$ cat config.mk
export PLATFORM = sky130hd
export DESIGN_NAME = dead_band_gen
export DESIGN_NICKNAME = d
export VERILOG_FILES = /design/src/rtl/dbg_pkg.sv /design/src/rtl/dbg_edge_stage.sv /design/src/rtl/dbg_out_route.sv /design/src/rtl/dead_band_gen.sv
export SDC_FILE = /design/constraint.sdc
export NUM_CORES = 1
export LEC_CHECK = 0
export BUFFER_PORTS_ARGS = -buffer_cell sky130_fd_sc_hd__buf_2
export CORE_MARGIN = 5
export CORE_UTILIZATION = 40
export CTS_CLUSTER_SIZE = 12
export DETAILED_ROUTE_END_ITERATION = 16
export SLEW_MARGIN = 20
export SYNTH_ARGS = -nofsm -noshare
export SYNTH_HDL_FRONTEND = slang
export SYNTH_SLANG_ARGS = --single-unit
export TNS_END_PERCENT = 5
$ cat constraint.sdc
create_clock -name clk -period 3.6 [get_ports clk]
set_input_delay 0.18 -clock clk [delete_from_list [all_inputs] [get_ports clk]]
set_output_delay 0.18 -clock clk [all_outputs]
set_load 0.05 [all_outputs]
$ cat src/rtl/dbg_pkg.sv
package dbg_pkg;

    localparam int DLY_W = 10;

    typedef enum logic [1:0] {
        ROUTE_PASS   = 2'b00,
        ROUTE_B_FALL = 2'b01,
        ROUTE_A_RISE = 2'b10,
        ROUTE_FULL   = 2'b11
    } route_e;

    typedef struct packed {
        logic inv_fall;
        logic inv_rise;
    } pol_t;

    typedef struct packed {
        logic rise;
        logic fall;
    } stage_pair_t;

    function automatic logic flip(input logic v, input logic en);
        return v ^ en;
    endfunction

endpackage

$ cat src/rtl/dbg_edge_stage.sv
module dbg_edge_stage #(
    parameter int   W          = dbg_pkg::DLY_W,
    parameter logic DELAY_FALL = 1'b0
) (
    input  logic         clk,
    input  logic         rst,
    input  logic         adv,
    input  logic         sig_in,
    input  logic [W-1:0] dly,
    output logic         sig_out
);
    logic         x;
    logic         y;
    logic         done;
    logic [W-1:0] cnt;
    logic [W:0]   next_cnt;

    // Work on the level whose arrival is delayed; mirror for the trailing stage.
    assign x        = DELAY_FALL ? ~sig_in : sig_in;
    assign next_cnt = {1'b0, cnt} + 1'b1;

    always_ff @(posedge clk) begin
        if (rst) begin
            cnt  <= '0;
            done <= DELAY_FALL;
        end else if (!x) begin
            cnt  <= '0;
            done <= 1'b0;
        end else if (!done && adv) begin
            if (next_cnt >= {1'b0, dly})
                done <= 1'b1;
            else
                cnt <= next_cnt[W-1:0];
        end
    end

    assign y       = (dly == '0) ? x : (x & done);
    assign sig_out = DELAY_FALL ? ~y : y;

    // the delayed level appears only after the source has been at it
    assert_rise_after_high_R3: assert property (@(posedge clk) disable iff (rst)
        (dly != '0 && $stable(dly) && !$past(rst) && $rose(y)) |-> $past(x));

    // without an advance the count holds
    assert_hold_count_R4: assert property (@(posedge clk) disable iff (rst)
        $past(!adv && x && !rst) |-> $stable(cnt));

    // dropping the source restarts the stage
    assert_restart_on_drop_R5: assert property (@(posedge clk) disable iff (rst)
        $past(!x && !rst) |-> (cnt == '0 && !done));

endmodule

$ cat src/rtl/dbg_out_route.sv
module dbg_out_route
    import dbg_pkg::*;
(
    input  route_e      mode,
    input  pol_t        pol,
    input  logic        a_in,
    input  logic        b_in,
    input  stage_pair_t st,
    output logic        a_out,
    output logic        b_out
);
    logic full;

    assign full = (mode == ROUTE_FULL);

    always_comb begin
        a_out = mode[1] ? flip(st.rise, full & pol.inv_rise) : a_in;
        b_out = mode[0] ? flip(st.fall, full & pol.inv_fall) : b_in;
    end

endmodule

$ cat src/rtl/dead_band_gen.sv
module dead_band_gen
    import dbg_pkg::*;
#(
    parameter int W = DLY_W
) (
    input  logic         clk,
    input  logic         rst,
    input  logic         tb_tick,
    input  logic         half_cycle_en,
    input  logic         pwm_a_in,
    input  logic         pwm_b_in,
    input  logic [W-1:0] rise_cnt,
    input  logic [W-1:0] fall_cnt,
    input  logic [1:0]   route_sel,
    input  logic [1:0]   pol_sel,
    output logic         pwm_a_out,
    output logic         pwm_b_out
);
    logic        adv;
    stage_pair_t st;
    route_e      mode;
    pol_t        pol;

    assign adv  = half_cycle_en | tb_tick;
    assign mode = route_e'(route_sel);
    assign pol  = pol_t'(pol_sel);

    dbg_edge_stage #(.W(W), .DELAY_FALL(1'b0)) u_rise (
        .clk(clk), .rst(rst), .adv(adv), .sig_in(pwm_a_in),
        .dly(rise_cnt), .sig_out(st.rise)
    );

    dbg_edge_stage #(.W(W), .DELAY_FALL(1'b1)) u_fall (
        .clk(clk), .rst(rst), .adv(adv), .sig_in(pwm_a_in),
        .dly(fall_cnt), .sig_out(st.fall)
    );

    dbg_out_route u_route (
        .mode(mode), .pol(pol), .a_in(pwm_a_in), .b_in(pwm_b_in),
        .st(st), .a_out(pwm_a_out), .b_out(pwm_b_out)
    );

    // pass route leaves both inputs untouched
    assert_pass_route_R7: assert property (@(posedge clk) disable iff (rst)
        (route_sel == 2'b00) |-> (pwm_a_out == pwm_a_in && pwm_b_out == pwm_b_in));

    // A is passed straight through when only B is delayed
    assert_a_bypass_R8: assert property (@(posedge clk) disable iff (rst)
        (route_sel == 2'b01) |-> (pwm_a_out == pwm_a_in));

    // B is passed straight through when only A is delayed
    assert_b_bypass_R9: assert property (@(posedge clk) disable iff (rst)
        (route_sel == 2'b10) |-> (pwm_b_out == pwm_b_in));

endmodule

==> flow_summary_export.csv, run 1 <==
group,metric,value,unit
synth,synth-seq-cells,22,
power,p_int,0.355,mW
power,comb_power_share,0.170,
synth,syn_nets,283,
drt,vias,1628,
sta,period_needed,3.16,ns
worst_setup_path,crit_arrival,3.32,ns
floorplan,num_rows,24,
synth,synth_cell_types,44,
worst_setup_path,worstSetupEndpointType,"register",
sta,max_freq,316,MHz
clock_network,cts_root_buffer,"clkbuf_8",
drt,drt-total-wl,3830,microns
synth,yosysTopAreaCell,"dfxtp_1",
power,sw_frac_of_total,0.270,
power,p_per_area,233,nW/um^2
drt,ant_nets,0,
clock_network,cts_tree,"built",
sta,finalHoldViolations,0,
sta,finalSetupViolCount,0,
layout,fin_nets,316,
place,gp_congestion,0.758,
power,seq_power_share,0.511,
worst_setup_path,cpMostUsedCell,"ha_1",
sta,slew_headroom,0.603,
clock_network,clk_path_buf_depth,2,
worst_setup_path,crit_slowest_cell,"or4_1",
layout,diodes,0,
sta,post-route-period-util,0.879,
synth,yosysSeqAreaShare,0.240,
grt,grt_pass1_vias,1517,
floorplan,io_pins,32,
sta,worst_pin_slew,0.594,ns
synth,syn_area,1840,sq um
sta,worst_clock_skew,0.00373,ns
clock_network,numClockSinks,22,
power,max-vdd-ir-drop,0.144,mV
worst_setup_path,slowest_delay,0.52,ns
grt,overflow,0,
grt,antenna_found_initial,0,
sta,setup_tns,0,ns
hold_path,hold_path_class,"in -> reg",
synth,syn_avg_cell_area,7.95,sq um
power,leakage,1.01,nW
layout,fin_area,2090,sq um
clock_network,clkLatencyLatePin,0.26,ns
synth,synth_top_cells_by_area,"dfxtp_1 24%, ha_1 15%, a21oi_1 6.0%",
outcome,outcome,"complete, no violations",
drt,drtIter0Drc,46,
layout,fillers,457,
worst_setup_path,crit_chain,"ha_1 > and4_1 > nand2_1 > xnor2_1 > ha_1 > and3_2 > a221o_1 > a31o_1 > and2_1 > or4_1 > mux2i_1",
drt,dr.pass1.iters,4,
grt,gr-usage-all-layers,0.128,
drt,wire_per_inst,12.2,microns
drt,drc,0,
layout,syn2layout_area_growth,13.7,%
clock_network,numCtsBuffers,3,
worst_setup_path,start_kind,"register",
place,hpwl,3110,microns
clock_network,holdBufCountCts,0,
worst_setup_path,r2r_setup_slack,0.44,ns
synth,ys_async_sr_fraction,0,
floorplan,start_util,0.416,
synth,synth-edff-count,0,
layout,drive_above_1_share,0.210,
grt,grt_pass1_wl,6490,microns
synth,yosysTopAreaCellShare,0.240,
worst_setup_path,critPathMaxFanout,5,
grt,grt_start_max_net_pins,18,
drt,via_per_inst,5.18,
clock_network,ctsResizeCount,0,
place,portBuffers,31,
sta,grt_setup_unrepaired,"false",
power,p_sw,0.131,mW
worst_setup_path,critPathRequiredTime,3.76,ns
synth,ys_warn_count,0,
synth,synth-main-ff-cell,"dfxtp_1",
floorplan,coreArea,4410,sq um
floorplan,die_area,6040,sq um
synth,syn_inst,231,
job,cap_violations,0,
clock_network,clk_transition_reported_paths,0.08,ns
place,dpl_cell_area,2040,sq um
floorplan,die_x,77.7,microns
worst_setup_path,path_class,"reg -> reg",
clock_network,htreeDepth,1,
sta,drv_slew,0,
floorplan,die-height,77.7,microns
power,power.share.clock,0.319,
clock_network,postCtsSetupBuffers,0,
synth,netlist_top_cells_count,"22 x a21oi_1, 22 x dfxtp_1, 22 x ha_1",
[cell usage in the layout, fill, tap and decap left out, drive strengths merged, types with 3 or more instances in the layout]
| cell type | count |
|---|---|
| o21ai | 13 |
| a21oi | 24 |
| and4 | 3 |
| or2 | 3 |
| inv | 21 |
| xor2 | 10 |
| ha | 22 |
| nor2 | 13 |
| nand4 | 3 |
| clkbuf | 3 |
| nand3 | 8 |
| xnor2 | 9 |
| dfxtp | 22 |
| a31o | 6 |
| nor2b | 4 |
| nor4 | 5 |
| nand2 | 20 |
| nand2b | 3 |
| buf | 34 |
| or3 | 7 |
| and3 | 4 |
| a21o | 3 |
[stage by stage]
stage                     power [mW]  cells  worst slack (ns)   util  hold slack (ns)
after floorplan                0.305    231             0.644      -            0.282
after global placement         0.336    310             0.464  0.462            0.429
after detailed placement       0.337    310             0.364  0.462            0.431
after CTS                      0.493    313             0.345  0.471            0.156
after global routing           0.515    314             0.163  0.473            0.186
final                          0.486    314             0.437  0.473            0.160
[per-layer routing]
metal | global-route usage | part of all wire | vias to the layer above
li1 | - | - | 888
met1 | 0.162 | 0.48 | 709
met2 | 0.212 | 0.46 | 26
met3 | 0.0278 | 0.046 | 5
met4 | 0.0464 | 0.015 | 0
met5 | 0 | 0 | -
[flip-flops by register name (all words and copies together) (netlist names)]
register / flops
u_fall.cnt: 10
u_fall.done: 1
u_rise.cnt: 10
u_rise.done: 1
[power groups by stage]
stage,registers (mW),logic (mW),clock network [mW]
floorplan,0.253,0.0520,0
global placement,0.254,0.0825,0
detailed placement,0.254,0.0828,0
CTS,0.248,0.0832,0.161
global route,0.249,0.0942,0.172
finish,0.248,0.0828,0.155
[critical path, delay by kind of cell (launching register included)]
kind	cells	cell delay (ns)
adder cells (fa/ha/maj)	2	0.55
AND/OR/NAND/NOR	5	1.34
AO/OA/AOI/OAI	2	0.50
XOR/XNOR	1	0.15
flip-flops	1	0.39
multiplexers	1	0.13
[cell families (layout without fill, tap and decap cells)]
logic type      Yosys count  in the layout  synth area share
compound gates           56             56             0.195
xor+xnor                 19             19            0.0907
fa+ha+maj                22             22             0.150
buf+inv                  27             58            0.0607
flops                    22             22             0.240
mux                       3              3            0.0170
simple gates             82             82             0.247
[area by class of cell]
type                            instances  area [sq um]  area share
Multi-Input combinational cell        182          1280       0.615
Sequential cell                        22           440       0.211
Timing Repair Buffer                   34           178      0.0851
Inverter                               21          78.8      0.0378
Tap cell                               52          65.1      0.0312
Clock buffer                            3          41.3      0.0198
[final timing paths]
check / startpoint / end / cells past startpoint
worst min register to register: u_rise.cnt[1]$_SDFFE_PP0P_ / u_rise.cnt[1]$_SDFFE_PP0P_ / 2
worst max register to register: u_rise.cnt[0]$_SDFFE_PP0P_ / u_rise.cnt[5]$_SDFFE_PP0P_ / 11
worst max-delay path: u_rise.cnt[0]$_SDFFE_PP0P_ / u_rise.cnt[5]$_SDFFE_PP0P_ / 11
worst min-delay path: rst / u_fall.done$_SDFFE_PP1P_ / 2
(Power assumes the default switching activity.)
==> run 2, diff against run 1 <==
==> constraint.sdc (replaced) <==
create_clock -name clk -period 3.69 [get_ports clk]
set_input_delay 0.1845 -clock clk [delete_from_list [all_inputs] [get_ports clk]]
set_output_delay 0.1845 -clock clk [all_outputs]
set_load 0.05 [all_outputs]
==> flow_summary_export.csv, run 2 (synthesis gave the netlist of run 1 again) <==
group,metric,value,unit
layout,reg_top3,"u_fall.cnt (10), u_rise.cnt (10)",
drt,drc,0,
place,gp_congestion,0.758,
clock_network,numCtsBuffers,3,
job,cap_violations,0,
layout,final_cell_mix,"31 x buf_2, 22 x a21oi_1, 22 x ha_1, 22 x dfxtp_1, 21 x inv_1",
grt,antenna_found_initial,0,
layout,fillers,436,
floorplan,coreArea,4410,sq um
layout,drive_above_1_share,0.210,
drt,dr.pass1.iters,4,
clock_network,postCtsSetupBuffers,0,
layout,fin_area,2090,sq um
clock_network,clkLatencyLatePin,0.26,ns
power,leakage,1.01,nW
layout,syn2layout_area_growth,14.0,%
clock_network,clk_transition_reported_paths,0.08,ns
worst_setup_path,worstReg2RegStart,"u_fall.cnt[0]$_SDFFE_PP0P_",
power,p_per_area,237,nW/um^2
place,portBuffers,31,
floorplan,io_pins,32,
worst_setup_path,worst_r2r_path_depth,12,
power,p_sw,0.129,mW
grt,grt_pass1_wl,6790,microns
grt,grt_start_max_net_pins,18,
worst_setup_path,path_class,"reg -> reg",
floorplan,die-height,77.7,microns
grt,overflow,0,
layout,diodes,0,
sta,drv_slew,0,
drt,vias,1635,
power,power.share.clock,0.351,
floorplan,num_rows,24,
drt,wire_per_inst,11.9,microns
drt,ant_nets,0,
hold_path,whs_path_depth,2,
clock_network,holdBufCountCts,0,
grt,gr-usage-all-layers,0.134,
sta,finalHoldViolations,0,
hold_path,hold_path_class,"in -> reg",
sta,max_freq,310,MHz
clock_network,htreeDepth,1,
sta,setup_tns,0,ns
drt,via_per_inst,5.21,
floorplan,start_util,0.416,
sta,worst_pin_slew,0.667,ns
sta,slew_headroom,0.553,
sta,finalSetupViolCount,0,
power,p_int,0.367,mW
sta,post-route-period-util,0.875,
layout,fin_nets,315,
drt,drtIter0Drc,59,
sta,worst_clock_skew,0.00406,ns
worst_setup_path,crit_start,"u_fall.cnt[0]$_SDFFE_PP0P_",
clock_network,clk_path_buf_depth,2,
drt,drt-total-wl,3740,microns
power,max-vdd-ir-drop,0.129,mV
layout,layout_commonest_cell,"buf_2",
power,comb_power_share,0.160,
worst_setup_path,r2r_setup_slack,0.46,ns
worst_setup_path,crit_arrival,3.43,ns
floorplan,die_x,77.7,microns
clock_network,numClockSinks,22,
hold_path,min_to,"u_fall.done$_SDFFE_PP1P_",
outcome,outcome,"complete, no violations",
power,seq_power_share,0.488,
clock_network,ctsResizeCount,0,
grt,grt_pass1_vias,1593,
sta,grt_setup_unrepaired,"false",
hold_path,min-delay-start,"rst",
worst_setup_path,critPathMaxFanout,11,
place,dpl_cell_area,2040,sq um
floorplan,die_area,6040,sq um
clock_network,cts_tree,"built",
sta,period_needed,3.23,ns
sta,hold_slack,0.166,ns
power,sw_frac_of_total,0.259,
place,post-place-cells,310,
layout,fin_cells,314,
worst_setup_path,r2r_end,"u_fall.cnt[4]$_SDFFE_PP0P_",
worst_setup_path,worstSetupEndpointType,"register",
worst_setup_path,critPathRequiredTime,3.89,ns
place,hpwl,3080,microns
worst_setup_path,start_kind,"register",
clock_network,cts_root_buffer,"clkbuf_8",
run 2: changes by cell type in the layout (fill, tap and decap cells not counted):
cell,previous run,this run
buf_4,3,2
clkbuf_8,3,4
run 2: how the worst max path moves through the flow:
stage	endpoint	slack (ns)
after global placement	u_fall.cnt[4]$_SDFFE_PP0P_	0.55
after global routing	u_fall.cnt[3]$_SDFFE_PP0P_	0.04
after detailed placement	u_fall.cnt[2]$_SDFFE_PP0P_	0.46
after floorplan	u_rise.cnt[5]$_SDFFE_PP0P_	0.73
final	u_fall.cnt[4]$_SDFFE_PP0P_	0.46
after CTS	u_fall.cnt[2]$_SDFFE_PP0P_	0.44
run 2: cell type report:
class,instances,area (sq um),share of cell area
Multi-Input combinational cell,182,1280,0.613
Sequential cell,22,440,0.210
Timing Repair Buffer,33,170,0.0813
Inverter,21,78.8,0.0377
Tap cell,52,65.1,0.0311
Clock buffer,4,55.1,0.0263
run 2: per-layer routing:
layer / share of wire / vias up / global-route usage
li1: - / 880 / -
met1: 0.47 / 726 / 0.174
met2: 0.47 / 25 / 0.219
met3: 0.045 / 4 / 0.0266
met4: 0.012 / 0 / 0.0464
met5: 0 / - / 0
run 2: power groups by stage:
stage | registers [mW] | logic [mW] | clock network [mW]
2_1_floorplan | 0.247 | 0.0507 | 0
3_3_place_gp | 0.248 | 0.0804 | 0
3_5_place_dp | 0.248 | 0.0810 | 0
4_1_cts | 0.242 | 0.0811 | 0.181
5_1_grt | 0.243 | 0.0911 | 0.193
6_report | 0.242 | 0.0795 | 0.174
run 2: worst max-delay path, cell delays in order (launching register included):
cell,delay (ns)
dfxtp_1,0.41
ha_1,0.23
nand3_1,0.22
nor2_1,0.23
nand3_1,0.14
xnor2_1,0.15
ha_1,0.28
a21o_1,0.18
a211oi_1,0.27
o211ai_1,0.33
buf_4,0.27
or3_1,0.30
a21oi_1,0.13
run 2: metrics by stage:
step,util,setup WS [ns],power [mW]
5_1_grt,0.474,0.0441,0.527
4_1_cts,0.474,0.437,0.504
6_report,0.474,0.461,0.496
2_1_floorplan,-,0.734,0.298
3_3_place_gp,0.462,0.554,0.328
3_5_place_dp,0.462,0.457,0.329
==> run 3, diff against run 2 <==
--- a/config.mk
+++ b/config.mk
@@ -6,6 +6,7 @@
 export NUM_CORES = 1
 export LEC_CHECK = 0
 export BUFFER_PORTS_ARGS = -buffer_cell sky130_fd_sc_hd__buf_2
+export CAP_MARGIN = 5
 export CORE_MARGIN = 5
 export CORE_UTILIZATION = 40
 export CTS_CLUSTER_SIZE = 12
==> constraint.sdc (replaced) <==
create_clock -name clk -period 2.8 [get_ports clk]
set_input_delay 0.14 -clock clk [delete_from_list [all_inputs] [get_ports clk]]
set_output_delay 0.14 -clock clk [all_outputs]
set_load 0.05 [all_outputs]
==> flow_summary_export.csv, run 3 (synthesis gave the netlist of run 1 again) <==
group,metric,value,unit
sta,finalSetupViolCount,0,
layout,layout_commonest_cell,"buf_2",
grt,grt_use_met3,0.0208,
grt,gr-usage-all-layers,0.136,
grt,antenna_found_initial,0,
worst_setup_path,r2r_setup_slack,0.04,ns
grt,grt_pass1_wl,6960,microns
power,p_int,0.465,mW
worst_setup_path,r2r_end,"u_rise.cnt[3]$_SDFFE_PP0P_",
clock_network,numCtsBuffers,3,
grt,overflow,0,
drt,dr.pass1.iters,4,
layout,reg_top3,"u_fall.cnt (10), u_rise.cnt (10)",
grt,use_met2,0.241,
place,portBuffers,31,
drt,drt-total-wl,4040,microns
grt,grt_start_max_net_pins,12,
clock_network,cts_root_buffer,"clkbuf_8",
worst_setup_path,path_class,"reg -> reg",
worst_setup_path,critPathMaxFanout,8,
worst_setup_path,start_kind,"register",
worst_setup_path,critPathRequiredTime,2.95,ns
floorplan,die_x,77.7,microns
worst_setup_path,worstSetupEndpointType,"register",
drt,vias,1743,
sta,slew_headroom,0.609,
sta,finalHoldViolations,0,
floorplan,die_area,6040,sq um
clock_network,numClockSinks,22,
layout,finalCoreUtilization,0.527,
worst_setup_path,endpoint,"u_rise.cnt[3]$_SDFFE_PP0P_",
sta,worst_clock_skew,0.00233,ns
sta,post-route-period-util,0.986,
place,hpwl,3270,microns
worst_setup_path,crit_arrival,2.91,ns
drt,drc,0,
layout,diodes,0,
clock_network,clkLatencyLatePin,0.25,ns
drt,wire_per_inst,12.1,microns
floorplan,start_util,0.416,
place,post-place-cells,328,
hold_path,hold_path_class,"in -> reg",
floorplan,num_rows,24,
outcome,outcome,"complete, no violations",
layout,drive_above_1_share,0.339,
worst_setup_path,worstReg2RegStart,"u_rise.cnt[0]$_SDFFE_PP0P_",
power,power.share.clock,0.301,
drt,via_per_inst,5.20,
sta,drv_slew,0,
grt,grt_pass1_vias,1648,
power,p_sw,0.164,mW
sta,grt_setup_unrepaired,"true",
power,sw_frac_of_total,0.261,
layout,fin_cells,335,
clock_network,holdBufCountCts,0,
sta,max_freq,362,MHz
grt,use_met1,0.170,
drt,ant_nets,0,
floorplan,io_pins,32,
grt,top_usage_layer,"met2",
sta,setup_tns,0,ns
job,cap_violations,0,
power,leakage,1.12,nW
power,max-vdd-ir-drop,0.140,mV
worst_setup_path,crit_start,"u_rise.cnt[0]$_SDFFE_PP0P_",
worst_setup_path,worst_r2r_path_depth,12,
clock_network,cts_tree,"built",
floorplan,coreArea,4410,sq um
drt,drtIter0Drc,43,
place,gp_congestion,0.778,
power,p_per_area,270,nW/um^2
layout,final_cell_mix,"31 x buf_2, 23 x buf_4, 21 x inv_1",
clock_network,clk_transition_reported_paths,0.07,ns
power,comb_power_share,0.192,
clock_network,clk_path_buf_depth,2,
layout,syn2layout_area_growth,26.9,%
sta,worst_pin_slew,0.585,ns
sta,period_needed,2.76,ns
clock_network,htreeDepth,1,
sta,hold_slack,0.136,ns
power,seq_power_share,0.507,
layout,fin_nets,337,
floorplan,die-height,77.7,microns
power,power,0.628,mW
==> run 3: through the flow <==
stage          setup WS [ns]  instance area (sq um)
2_1_floorplan         0.0167                   1850
6_report              0.0380                   2330
3_5_place_dp         0.00386                   2190
3_3_place_gp          0.0132                   2190
4_1_cts             -0.00868                   2230
5_1_grt              -0.0907                   2330
==> run 3: worst max-delay path: stages (launching register included) <==
cell	delay, ns
dfxtp_2	0.36
ha_4	0.14
and4_4	0.20
nand2_2	0.05
xnor2_1	0.13
ha_1	0.31
and3_4	0.19
a221o_1	0.28
a31o_1	0.21
a211oi_2	0.26
buf_4	0.23
a21oi_2	0.08
a31o_2	0.21
==> run 3: worst min-delay path by stage <==
stage,from,endpoint,depth (start not counted),slack [ns]
after global placement,rst,u_fall.done$_SDFFE_PP1P_,2,0.40
after detailed placement,rst,u_fall.done$_SDFFE_PP1P_,2,0.41
after floorplan,pwm_a_in,u_fall.done$_SDFFE_PP1P_,1,0.24
after CTS,rst,u_fall.done$_SDFFE_PP1P_,2,0.13
final,rst,u_fall.done$_SDFFE_PP1P_,2,0.14
after global routing,rst,u_fall.done$_SDFFE_PP1P_,2,0.15
==> run 3: power groups by stage <==
stage                     clock, mW  sequential, mW  combinational [mW]
final                         0.189           0.319               0.121
after global routing          0.215           0.319               0.138
after CTS                     0.200           0.319               0.117
after detailed placement          0           0.327               0.116
after global placement            0           0.326               0.114
after floorplan                   0           0.327              0.0675
==> run 3: routing by layer <==
layer	wire length, microns	part of all wire
met1	1890	0.47
met2	1970	0.49
met3	142	0.035
met4	32	0.0079
met5	0	0
==> run 3: area by class of cell <==
class,instances,area [sq um]
Fill cell,430,2090
Multi-Input combinational cell,182,1360
Sequential cell,22,447
Tap cell,52,65.1
Clock buffer,3,41.3
Timing Repair Buffer,55,339
Inverter,21,78.8
==> run 3: timing repair <==
action,4_1_cts,5_1_grt
pin swaps,0,8
setup buffers,0,4
gates resized for setup,0,19
setup endpoints to repair,4,18
